[src/rtl/vid_demux_pkg.sv]
package vid_demux_pkg;

  typedef enum logic [1:0] {
    MODE_VIDEO = 2'd0,
    MODE_RAW   = 2'd1,
    MODE_MSG   = 2'd2
  } mode_e;

  typedef struct packed {
    logic  sub;
    mode_e mode;
  } cfg_t;

  localparam int PL_Y = 0;
  localparam int PL_U = 1;
  localparam int PL_V = 2;
  localparam int NUM_PLANES = 3;

  localparam logic [7:0] TRS_LEAD = 8'hFF;
  localparam logic [7:0] TRS_ZERO = 8'h00;
  localparam int XY_F_BIT = 6;
  localparam int XY_V_BIT = 5;
  localparam int XY_H_BIT = 4;

endpackage

[src/rtl/vid_trs_detect.sv]
module vid_trs_detect
  import vid_demux_pkg::*;
(
  input  logic       clk,
  input  logic       rst,
  input  logic       vld_i,
  input  logic [7:0] byte_i,
  output logic       is_lead_o,
  output logic       code_stb_o,
  output logic       code_f_o,
  output logic       code_v_o,
  output logic       code_h_o
);

  typedef enum logic [1:0] {S_IDLE, S_GOT_FF, S_GOT_00, S_GOT_0000} trs_st_e;
  trs_st_e st_q, st_d;

  assign is_lead_o  = vld_i && (byte_i == TRS_LEAD);
  assign code_stb_o = vld_i && (st_q == S_GOT_0000);
  assign code_f_o   = byte_i[XY_F_BIT];
  assign code_v_o   = byte_i[XY_V_BIT];
  assign code_h_o   = byte_i[XY_H_BIT];

  always_comb begin
    st_d = st_q;
    if (vld_i) begin
      unique case (st_q)
        S_GOT_0000: st_d = S_IDLE;
        S_IDLE:     st_d = (byte_i == TRS_LEAD) ? S_GOT_FF : S_IDLE;
        S_GOT_FF:   st_d = (byte_i == TRS_ZERO) ? S_GOT_00 :
                           (byte_i == TRS_LEAD) ? S_GOT_FF : S_IDLE;
        default:    st_d = (byte_i == TRS_ZERO) ? S_GOT_0000 :
                           (byte_i == TRS_LEAD) ? S_GOT_FF : S_IDLE;
      endcase
    end
  end

  always_ff @(posedge clk) begin
    if (rst) st_q <= S_IDLE;
    else     st_q <= st_d;
  end

endmodule

[src/rtl/vid_plane_writer.sv]
module vid_plane_writer #(
  parameter int ADDR_W = 16
) (
  input  logic              clk,
  input  logic              rst,
  input  logic              keep_i,
  input  logic              clear_i,
  input  logic [7:0]        byte_i,
  output logic              vld_o,
  output logic [7:0]        data_o,
  output logic [ADDR_W-1:0] addr_o
);

  logic [ADDR_W-1:0] cnt_q;

  always_ff @(posedge clk) begin
    if (rst) begin
      cnt_q  <= '0;
      vld_o  <= 1'b0;
      data_o <= '0;
      addr_o <= '0;
    end else begin
      vld_o <= keep_i;
      if (keep_i) begin
        data_o <= byte_i;
        addr_o <= cnt_q;
        cnt_q  <= cnt_q + 1'b1;
      end
      if (clear_i) cnt_q <= '0;
    end
  end

endmodule

[src/rtl/vid_plane_router.sv]
module vid_plane_router
  import vid_demux_pkg::*;
#(
  parameter int ADDR_W = 16,
  parameter int LINE_W = 12
) (
  input  logic              clk,
  input  logic              rst,
  input  logic              vld_i,
  input  logic [7:0]        byte_i,
  input  logic              is_lead_i,
  input  logic              code_stb_i,
  input  logic              code_v_i,
  input  logic              code_h_i,
  input  logic              field_start_i,
  input  logic              video_en_i,
  input  logic              sub_i,
  output logic [NUM_PLANES-1:0] pl_vld_o,
  output logic [7:0]        pl_data_o [NUM_PLANES],
  output logic [ADDR_W-1:0] pl_addr_o [NUM_PLANES]
);

  logic              active_q;
  logic [LINE_W-1:0] lc_q;
  logic              plain_byte;
  logic              route;
  logic              pair_odd;
  logic [NUM_PLANES-1:0] keep;

  assign plain_byte = vld_i && !code_stb_i && !is_lead_i;
  assign route      = plain_byte && active_q && video_en_i;
  assign pair_odd   = lc_q[2];

  always_comb begin
    keep = '0;
    if (route) begin
      unique case (lc_q[1:0])
        2'd0:    keep[PL_U] = !sub_i || !pair_odd;
        2'd1:    keep[PL_Y] = 1'b1;
        2'd2:    keep[PL_V] = !sub_i || !pair_odd;
        default: keep[PL_Y] = !sub_i;
      endcase
    end
  end

  always_ff @(posedge clk) begin
    if (rst) begin
      active_q <= 1'b0;
      lc_q     <= '0;
    end else if (vld_i) begin
      if (code_stb_i) begin
        active_q <= !code_v_i && !code_h_i;
        if (!code_v_i && !code_h_i) lc_q <= '0;
      end else if (is_lead_i) begin
        active_q <= 1'b0;
      end else if (active_q) begin
        lc_q <= lc_q + 1'b1;
      end
    end
  end

  for (genvar p = 0; p < NUM_PLANES; p++) begin : g_plane
    vid_plane_writer #(.ADDR_W(ADDR_W)) u_wr (
      .clk     (clk),
      .rst     (rst),
      .keep_i  (keep[p]),
      .clear_i (field_start_i),
      .byte_i  (byte_i),
      .vld_o   (pl_vld_o[p]),
      .data_o  (pl_data_o[p]),
      .addr_o  (pl_addr_o[p])
    );
  end

  // at most one plane is written per cycle
  a_r3_one_plane: assert property (@(posedge clk) disable iff (rst)
    $onehot0(pl_vld_o));

  // a lead byte of a timing code never reaches a plane
  a_r2_lead_blocked: assert property (@(posedge clk) disable iff (rst)
    $past(vld_i && byte_i == TRS_LEAD) |-> (pl_vld_o == '0));

endmodule

[src/rtl/vid_stream_packer.sv]
module vid_stream_packer #(
  parameter int ADDR_W    = 16,
  parameter int MSG_BYTES = 4
) (
  input  logic                   clk,
  input  logic                   rst,
  input  logic                   vld_i,
  input  logic [7:0]             byte_i,
  input  logic                   raw_en_i,
  input  logic                   msg_en_i,
  input  logic                   field_start_i,
  output logic                   s_vld_o,
  output logic [8*MSG_BYTES-1:0] s_data_o,
  output logic [ADDR_W-1:0]      s_addr_o
);

  localparam int WORD_W = 8 * MSG_BYTES;
  localparam int LANE_W = (MSG_BYTES > 1) ? $clog2(MSG_BYTES) : 1;

  logic [LANE_W-1:0] lane_q;
  logic [WORD_W-1:0] acc_q, acc_d;
  logic [ADDR_W-1:0] cnt_q;
  logic              last_lane;
  logic              emit;

  assign last_lane = (lane_q == LANE_W'(MSG_BYTES - 1));
  assign emit      = vld_i && (raw_en_i || (msg_en_i && last_lane));

  always_comb begin
    acc_d = acc_q;
    acc_d[lane_q*8 +: 8] = byte_i;
  end

  always_ff @(posedge clk) begin
    if (rst) begin
      lane_q   <= '0;
      acc_q    <= '0;
      cnt_q    <= '0;
      s_vld_o  <= 1'b0;
      s_data_o <= '0;
      s_addr_o <= '0;
    end else begin
      s_vld_o <= emit;
      if (emit) begin
        s_data_o <= raw_en_i ? WORD_W'(byte_i) : acc_d;
        s_addr_o <= cnt_q;
        cnt_q    <= cnt_q + 1'b1;
      end
      if (vld_i && msg_en_i) begin
        acc_q  <= acc_d;
        lane_q <= last_lane ? '0 : lane_q + 1'b1;
      end
      if (field_start_i) begin
        cnt_q  <= '0;
        lane_q <= '0;
      end
    end
  end

  // lane index stays inside the word
  a_r8_lane_range: assert property (@(posedge clk) disable iff (rst)
    int'(lane_q) < MSG_BYTES);

  // a start of field leaves the next message word beginning at lane 0
  a_r11_lane_restart: assert property (@(posedge clk) disable iff (rst)
    $past(field_start_i) |-> (lane_q == '0));

endmodule

[src/rtl/vid_plane_demux.sv]
module vid_plane_demux
  import vid_demux_pkg::*;
#(
  parameter int ADDR_W    = 16,
  parameter int LINE_W    = 12,
  parameter int MSG_BYTES = 4
) (
  input  logic                   clk,
  input  logic                   rst,
  input  logic                   byte_vld_i,
  input  logic [7:0]             byte_i,
  input  logic                   cfg_wr_i,
  input  logic [2:0]             cfg_wdata_i,
  output logic [5:0]             cfg_rdata_o,
  output logic                   y_vld_o,
  output logic [7:0]             y_data_o,
  output logic [ADDR_W-1:0]      y_addr_o,
  output logic                   u_vld_o,
  output logic [7:0]             u_data_o,
  output logic [ADDR_W-1:0]      u_addr_o,
  output logic                   v_vld_o,
  output logic [7:0]             v_data_o,
  output logic [ADDR_W-1:0]      v_addr_o,
  output logic                   s_vld_o,
  output logic [8*MSG_BYTES-1:0] s_data_o,
  output logic [ADDR_W-1:0]      s_addr_o
);

  cfg_t pend_q, act_q;
  logic f_q;

  logic is_lead, code_stb, code_f, code_v, code_h;
  logic field_start;
  logic [NUM_PLANES-1:0] pl_vld;
  logic [7:0]            pl_data [NUM_PLANES];
  logic [ADDR_W-1:0]     pl_addr [NUM_PLANES];

  vid_trs_detect u_trs (
    .clk        (clk),
    .rst        (rst),
    .vld_i      (byte_vld_i),
    .byte_i     (byte_i),
    .is_lead_o  (is_lead),
    .code_stb_o (code_stb),
    .code_f_o   (code_f),
    .code_v_o   (code_v),
    .code_h_o   (code_h)
  );

  assign field_start = code_stb && (code_f != f_q);

  always_ff @(posedge clk) begin
    if (rst) begin
      pend_q <= '{sub: 1'b0, mode: MODE_VIDEO};
      act_q  <= '{sub: 1'b0, mode: MODE_VIDEO};
      f_q    <= 1'b1;
    end else begin
      if (cfg_wr_i && cfg_wdata_i[1:0] != 2'b11)
        pend_q <= '{sub: cfg_wdata_i[2], mode: mode_e'(cfg_wdata_i[1:0])};
      if (field_start) begin
        act_q <= pend_q;
        f_q   <= code_f;
      end
    end
  end

  assign cfg_rdata_o = {act_q, pend_q};

  vid_plane_router #(.ADDR_W(ADDR_W), .LINE_W(LINE_W)) u_route (
    .clk           (clk),
    .rst           (rst),
    .vld_i         (byte_vld_i),
    .byte_i        (byte_i),
    .is_lead_i     (is_lead),
    .code_stb_i    (code_stb),
    .code_v_i      (code_v),
    .code_h_i      (code_h),
    .field_start_i (field_start),
    .video_en_i    (act_q.mode == MODE_VIDEO),
    .sub_i         (act_q.sub),
    .pl_vld_o      (pl_vld),
    .pl_data_o     (pl_data),
    .pl_addr_o     (pl_addr)
  );

  vid_stream_packer #(.ADDR_W(ADDR_W), .MSG_BYTES(MSG_BYTES)) u_pack (
    .clk           (clk),
    .rst           (rst),
    .vld_i         (byte_vld_i),
    .byte_i        (byte_i),
    .raw_en_i      (act_q.mode == MODE_RAW),
    .msg_en_i      (act_q.mode == MODE_MSG),
    .field_start_i (field_start),
    .s_vld_o       (s_vld_o),
    .s_data_o      (s_data_o),
    .s_addr_o      (s_addr_o)
  );

  assign y_vld_o  = pl_vld[PL_Y];
  assign y_data_o = pl_data[PL_Y];
  assign y_addr_o = pl_addr[PL_Y];
  assign u_vld_o  = pl_vld[PL_U];
  assign u_data_o = pl_data[PL_U];
  assign u_addr_o = pl_addr[PL_U];
  assign v_vld_o  = pl_vld[PL_V];
  assign v_data_o = pl_data[PL_V];
  assign v_addr_o = pl_addr[PL_V];

  // the active setting only moves at a start of field
  a_r9_cfg_hold: assert property (@(posedge clk) disable iff (rst)
    !$past(field_start) |-> $stable(act_q));

  // a reserved mode code never reaches the pending setting
  a_r10_reserved_ignored: assert property (@(posedge clk) disable iff (rst)
    $past(cfg_wr_i && cfg_wdata_i[1:0] == 2'b11) |-> $stable(pend_q));

  // no strobe follows a cycle without an input byte
  a_r12_idle_quiet: assert property (@(posedge clk) disable iff (rst)
    !$past(byte_vld_i) |-> !(y_vld_o || u_vld_o || v_vld_o || s_vld_o));

  // plane and stream outputs never fire together
  a_r7_exclusive: assert property (@(posedge clk) disable iff (rst)
    $onehot0({y_vld_o, u_vld_o, v_vld_o, s_vld_o}));

endmodule

[config.mk]
export PLATFORM = sky130hd
export DESIGN_NAME = vid_plane_demux
export DESIGN_NICKNAME = d
export VERILOG_FILES = /design/src/rtl/vid_demux_pkg.sv /design/src/rtl/vid_trs_detect.sv /design/src/rtl/vid_plane_writer.sv /design/src/rtl/vid_plane_router.sv /design/src/rtl/vid_stream_packer.sv /design/src/rtl/vid_plane_demux.sv
export SDC_FILE = /design/constraint.sdc
export NUM_CORES = 1
export LEC_CHECK = 0
export BUFFER_PORTS_ARGS = -buffer_cell sky130_fd_sc_hd__buf_2
export CORE_UTILIZATION = 61
export CTS_CLUSTER_DIAMETER = 120
export DETAILED_ROUTE_END_ITERATION = 8
export PLACE_DENSITY = 0.86
export SLEW_MARGIN = 20
export SYNTH_ARGS = -nofsm -noshare
export SYNTH_HDL_FRONTEND = slang
export SYNTH_HIERARCHICAL = 1
export SYNTH_SLANG_ARGS = --single-unit
[constraint.sdc]
create_clock -name clk -period 7.4 [get_ports clk]
set_input_delay 1.48 -clock clk [delete_from_list [all_inputs] [get_ports clk]]
set_output_delay 1.48 -clock clk [all_outputs]
set_load 0.01 [all_outputs]
* Yosys cells after proc, flatten, opt, wreduce, memory -nomap -nowiden *
Index checks and enable logic that the tools add are counted.

storage, ports and cells
  register bits = 244
  bits of input ports = 15
  output and inout bits = 130
  word-level logic and storage cells = 94

operators by class
  $add $sub $neg = 7
  equality and inequality tests = 12
  shifts and indexed selects = 2
  multiplexer cells = 17
  reduce and logical (&&, ||, !) cells = 30

operator list
  kind                     count
  $add 16x1->16 const B    4
  $mux 12                  4
  $neg 5->34               1
  $shift 8x34->32 const A  1
  $shiftx 8x34->32         1
  $bwmux 32                1
  $mux 32                  1
  $add 12x1->12 const B    1
  $logic_and 1x1->1        12
  $eq 2x2->1 const B       4
  $eq 8x8->1 const B       1
  $logic_not 8->1          1
  $eq 2x1->1 const B       3
  $logic_not 1->1          6
  $logic_not 2->1          3
  $mux 2                   3
  $pmux 2 s3               1
  $mux 1                   5
  $ne 2x2->1 const B       2
  $reduce_and 4->1         1
  $reduce_bool 2->1        2
  $reduce_or 2->1          2
  $mux 3                   1
  $add 2x1->2 const B      1
  other kinds (5)          6

* Depth between registers and ports, before layout *
  depth in word-level cells = 8
  depth in mapped cells = 11
  gate-level depth less buffers = 9

* By module *
The synthesis kept the hierarchy.

modules (own cells, without submodules)
  module             times used  cells an instance  area each (um^2)  seq. area each (um^2)
  vid_plane_writer   3           167                1,615.3           820.8
  vid_stream_packer  1           432                3,738.6           1,821.7
  vid_plane_demux    1           33                 334.1             140.1
  vid_plane_router   1           38                 319.1             80.1
  vid_trs_detect     1           21                 177.7             40.0

* Worst setup path before layout *
OpenSTA, ideal clock, no wires.

  path kind = in2reg
  start point = in byte_vld_i
  end point = reg u_route.g_plane[1].u_wr.cnt_q[15]
  setup time = 135 ps
  arrival = 3,214 ps
  data required time = 7,265 ps
  slack = 4,051 ps
  stages = 10
  path buffers = 2
  path through = and3_1 and4bb_4 nand3_1 nor2_1 buf_2 and4_1 buf_4 nand4_2 o311ai_0 o41ai_1

on the way
  word-level cells in the longest chain between the ends = 7
  elaborated cells on any way between the ends = 11

ends and longest elaborated chain
  what                                line                    text
  from (decl)                         vid_plane_demux.sv:10   input logic byte_vld_i,
  $logic_and 1x1->1                   vid_trs_detect.sv:19    assign code_stb_o = vld_i && (st_q == S_GOT_0000);
  $logic_not 1->1                     vid_plane_router.sv:30  assign plain_byte = vld_i && !code_stb_i && !is_lead_i;
  $logic_and 1x1->1                   vid_plane_router.sv:30
  $logic_and 1x1->1 (*)               vid_plane_router.sv:30
  $logic_and 1x1->1 (*) (2 in a row)  vid_plane_router.sv:31  assign route = plain_byte && active_q && video_en_i;
  $mux 3 (*)                          vid_plane_router.sv:36  if (route) begin
  named net u_route.keep[1]           vid_plane_router.sv:28  logic [NUM_PLANES-1:0] keep;
  to (signal assigned)                vid_plane_writer.sv:27  cnt_q <= cnt_q + 1'b1;
  to (decl)                           vid_plane_writer.sv:14  logic [ADDR_W-1:0] cnt_q;

The timed path passes the listed nets; every way through them passes the cells marked *.
A chain may end at the register's enable or synchronous reset.

* Worst setup path after layout *
  start point = in byte_vld_i
  end point = reg u_route.g_plane[0].u_wr.cnt_q[15]

on the way
  word-level cells in the longest chain between the ends = 7
  elaborated cells on any way between the ends = 11

ends and longest elaborated chain
  what                            line                    text
  $logic_and 1x1->1               vid_trs_detect.sv:19
  named net code_stb              vid_plane_demux.sv:32   logic is_lead, code_stb, code_f, code_v, code_h;
  $logic_not 1->1                 vid_plane_router.sv:30
  $logic_and 1x1->1 (2 in a row)  vid_plane_router.sv:30
  $logic_and 1x1->1 (2 in a row)  vid_plane_router.sv:31
  $mux 3                          vid_plane_router.sv:36
  named net u_route.keep[0]       vid_plane_router.sv:28
  to (signal assigned)            vid_plane_writer.sv:27
  to (decl)                       vid_plane_writer.sv:14

The timed path passes the listed nets, and every way through them passes these cells.

==> reports/qor.yml <==
core.rowCount: 45
ioPinCount: 145
die_area_um2: 15900
p_sw_uw: 500
final_common_cell: "dfxtp_1"
worstHoldPathType: "reg -> reg"
root_buffer: "clkbuf_16"
fin_ws_ns: 3.38
fmax_ghz: 0.249
wl_per_cell_um: 16.2
ys_warn_count: 6
avgSynthCellArea_um2: 9.19
ir_drop_mv: 0.207
synth.largest_area_cell: "dfxtp_1"
ys_ff_latch: 227
drtIter0Drc: 643
synth_top_area_frac: 0.483
syn2layout_area_growth_pct: 15.6
synth_cells: 1025
final_nets: 1153
p_comb_frac: 0.018
drc: 0
worstMarginPinSlew_ns: 1.05
cts_tree: "done"
placeableCoreArea_um2: 15100
cts_resized: 0
rsz0062_at_grt: "no"
crit_type: "in -> reg"
synth-edff-count: 0
fin_skew_ns: 0.00611
fp.dieH_um: 126
leakage_nw: 4.26
hold_violations: 0
h-tree-depth: 1
cts-buffers-inserted: 23
cap_violations: 0
antenna_found_initial: 0
crit_path_end_kind: "flop"
instances_no_fill: 1327
dpl_worst_slack_ns: 2.93
postCtsHoldBufs: 0
diodes: 0
vias_per_cell: 5.82
clk_latency_ns: 0.50
ys_top_cells_by_area: "dfxtp_1, mux2i_1, nor2_1, a21oi_1, xor2_1"
gr-total-overflow: 0
switching_share: 0.200
ys_async_sr_fraction: 0
dpl.hpwl_mm: 13.4
p_total_mw: 2.50
grt_max_degree: 106
p_per_area_nw_per_um2: 230
port_buffers: 144
place_congestion: 0.801
clkPwrFrac: 0.493
synth_nets: 1054
gr-usage-all-layers: 0.262
fin_crit_ns: 4.02
synth_seq_area_share: 0.483
postRouteAntennaNets: 0
maxSlewViolCount: 0
ys.flop_type: "dfxtp_1"
post_cts_buffers: 0
initial_core_util: 0.622
tns_ns: 0
ys_types: 63
dp.cells: 1287
grt_pass1_wl_mm: 34.5
worstPathMaxFanout: 34
path_clk_slew_ns: 0.06
status: "completed"
arrival_ns: 4.39
drive_gt1_frac: 0.188
setup_viol: 0
slew_headroom: 0.301
routed_wirelength_mm: 21.5
clkSinkCount: 227
route.vias.total: 7718
p_int_mw: 2.00
final_cell_mix: "dfxtp_1, nor2_1, buf_2"
seq_power_share: 0.489
start_kind: "input port"
grt_pass1_vias: 7008
finalCritPeriodShare: 0.543
required_ns: 7.77
cts_max_path_buffers: 3
dr.pass1.iters: 5
syn_area_um2: 9420
die_w_um: 126
[per-layer routing]
metal	routed length [um]	track usage	up-vias
met5	0	0	-
met4	438	0.0858	0
met3	1250	0.0433	37
met2	10300	0.441	266
met1	9450	0.343	3658
li1	-	-	3757
[final cells by class]
type,instances,area [um^2]
well taps,188,235
clock buffers,35,721
repair buffers,149,761
multi-input cells,695,4410
fillers,1127,4260
inverters,28,105
clock inverters,5,104
flip-flops and latches,227,4540
[cells by family (layout without fill, tap and decap cells)]
kind of cell / after synthesis / after routing / synth area share
simple gates: 412 / 412 / 0.217
flops: 227 / 227 / 0.483
compound gates: 150 / 150 / 0.109
buf+inv: 103 / 217 / 0.0508
mux: 80 / 80 / 0.0851
xor+xnor: 39 / 39 / 0.0371
fa+ha+maj: 14 / 14 / 0.0186
[path summary, 6_finish.rpt]
| path | startpoint | endpoint | slack, ns | cells past startpoint |
|---|---|---|---|---|
| worst max-delay path | byte_vld_i | u_route/g_plane[0].u_wr/cnt_q[15] | 3.38 | 8 |
| worst min-delay path | u_pack/s_addr_o[8] | u_pack/s_addr_o[8] | 0.45 | 2 |
| worst max register to register | u_trs/st_q[0] | u_route/g_plane[0].u_wr/cnt_q[15] | 4.29 | 7 |
| worst min register to register | u_pack/s_addr_o[8] | u_pack/s_addr_o[8] | 0.45 | 2 |
[metrics by stage]
stage	cell area, um^2	utilization	hold WS, ns
after global placement	10100	0.664	0.442
final	10900	0.719	0.450
after CTS	10900	0.718	0.454
after global routing	10900	0.719	0.471
after floorplan	9420	-	0.444
after detailed placement	10100	0.664	0.446
[sequential cells by signal (all words and copies together), names as in the netlist]
signal                       count
u_route/g_plane.u_wr/addr_o     48
u_route/g_plane.u_wr/cnt_q      48
u_pack/s_data_o                 32
u_pack/acc_q                    24
u_route/g_plane.u_wr/data_o     24
u_pack/cnt_q                    16
u_pack/s_addr_o                 16
cfg_rdata_o                      6
u_route/g_plane.u_wr/vld_o       3
u_route/lc_q                     3
u_pack/lane_q                    2
u_trs/st_q                       2
f_q                              1
u_pack/s_vld_o                   1
u_route/active_q                 1
[power groups by stage]
stage / combinational (mW) / clock, mW / sequential, mW
2_1_floorplan: 0.0262 / 0 / 1.25
6_report: 0.0452 / 1.23 / 1.22
4_1_cts: 0.0447 / 1.25 / 1.22
3_3_place_gp: 0.0439 / 0 / 1.25
5_1_grt: 0.0489 / 1.30 / 1.22
3_5_place_dp: 0.0447 / 0 / 1.25
[Yosys cell counts (all sizes together), types with 17 or more instances]
cell,n
buf,38
mux2i,80
nand4,33
nand3,22
a21oi,54
nor2b,27
or3,17
o21ai,20
dfxtp,227
nor2,186
xor2,30
nand2,61
clkbuf,37
inv,28
[critical path, cell delays in order]
cell and delay, ns:
buf_2 0.22, and3_1 0.37, and4bb_4 0.41, and3_2 0.81
and4_1 0.45, nand4_2 0.15, o311ai_0 0.35, o41ai_1 0.13
Power figures use the tool's default switching activity.
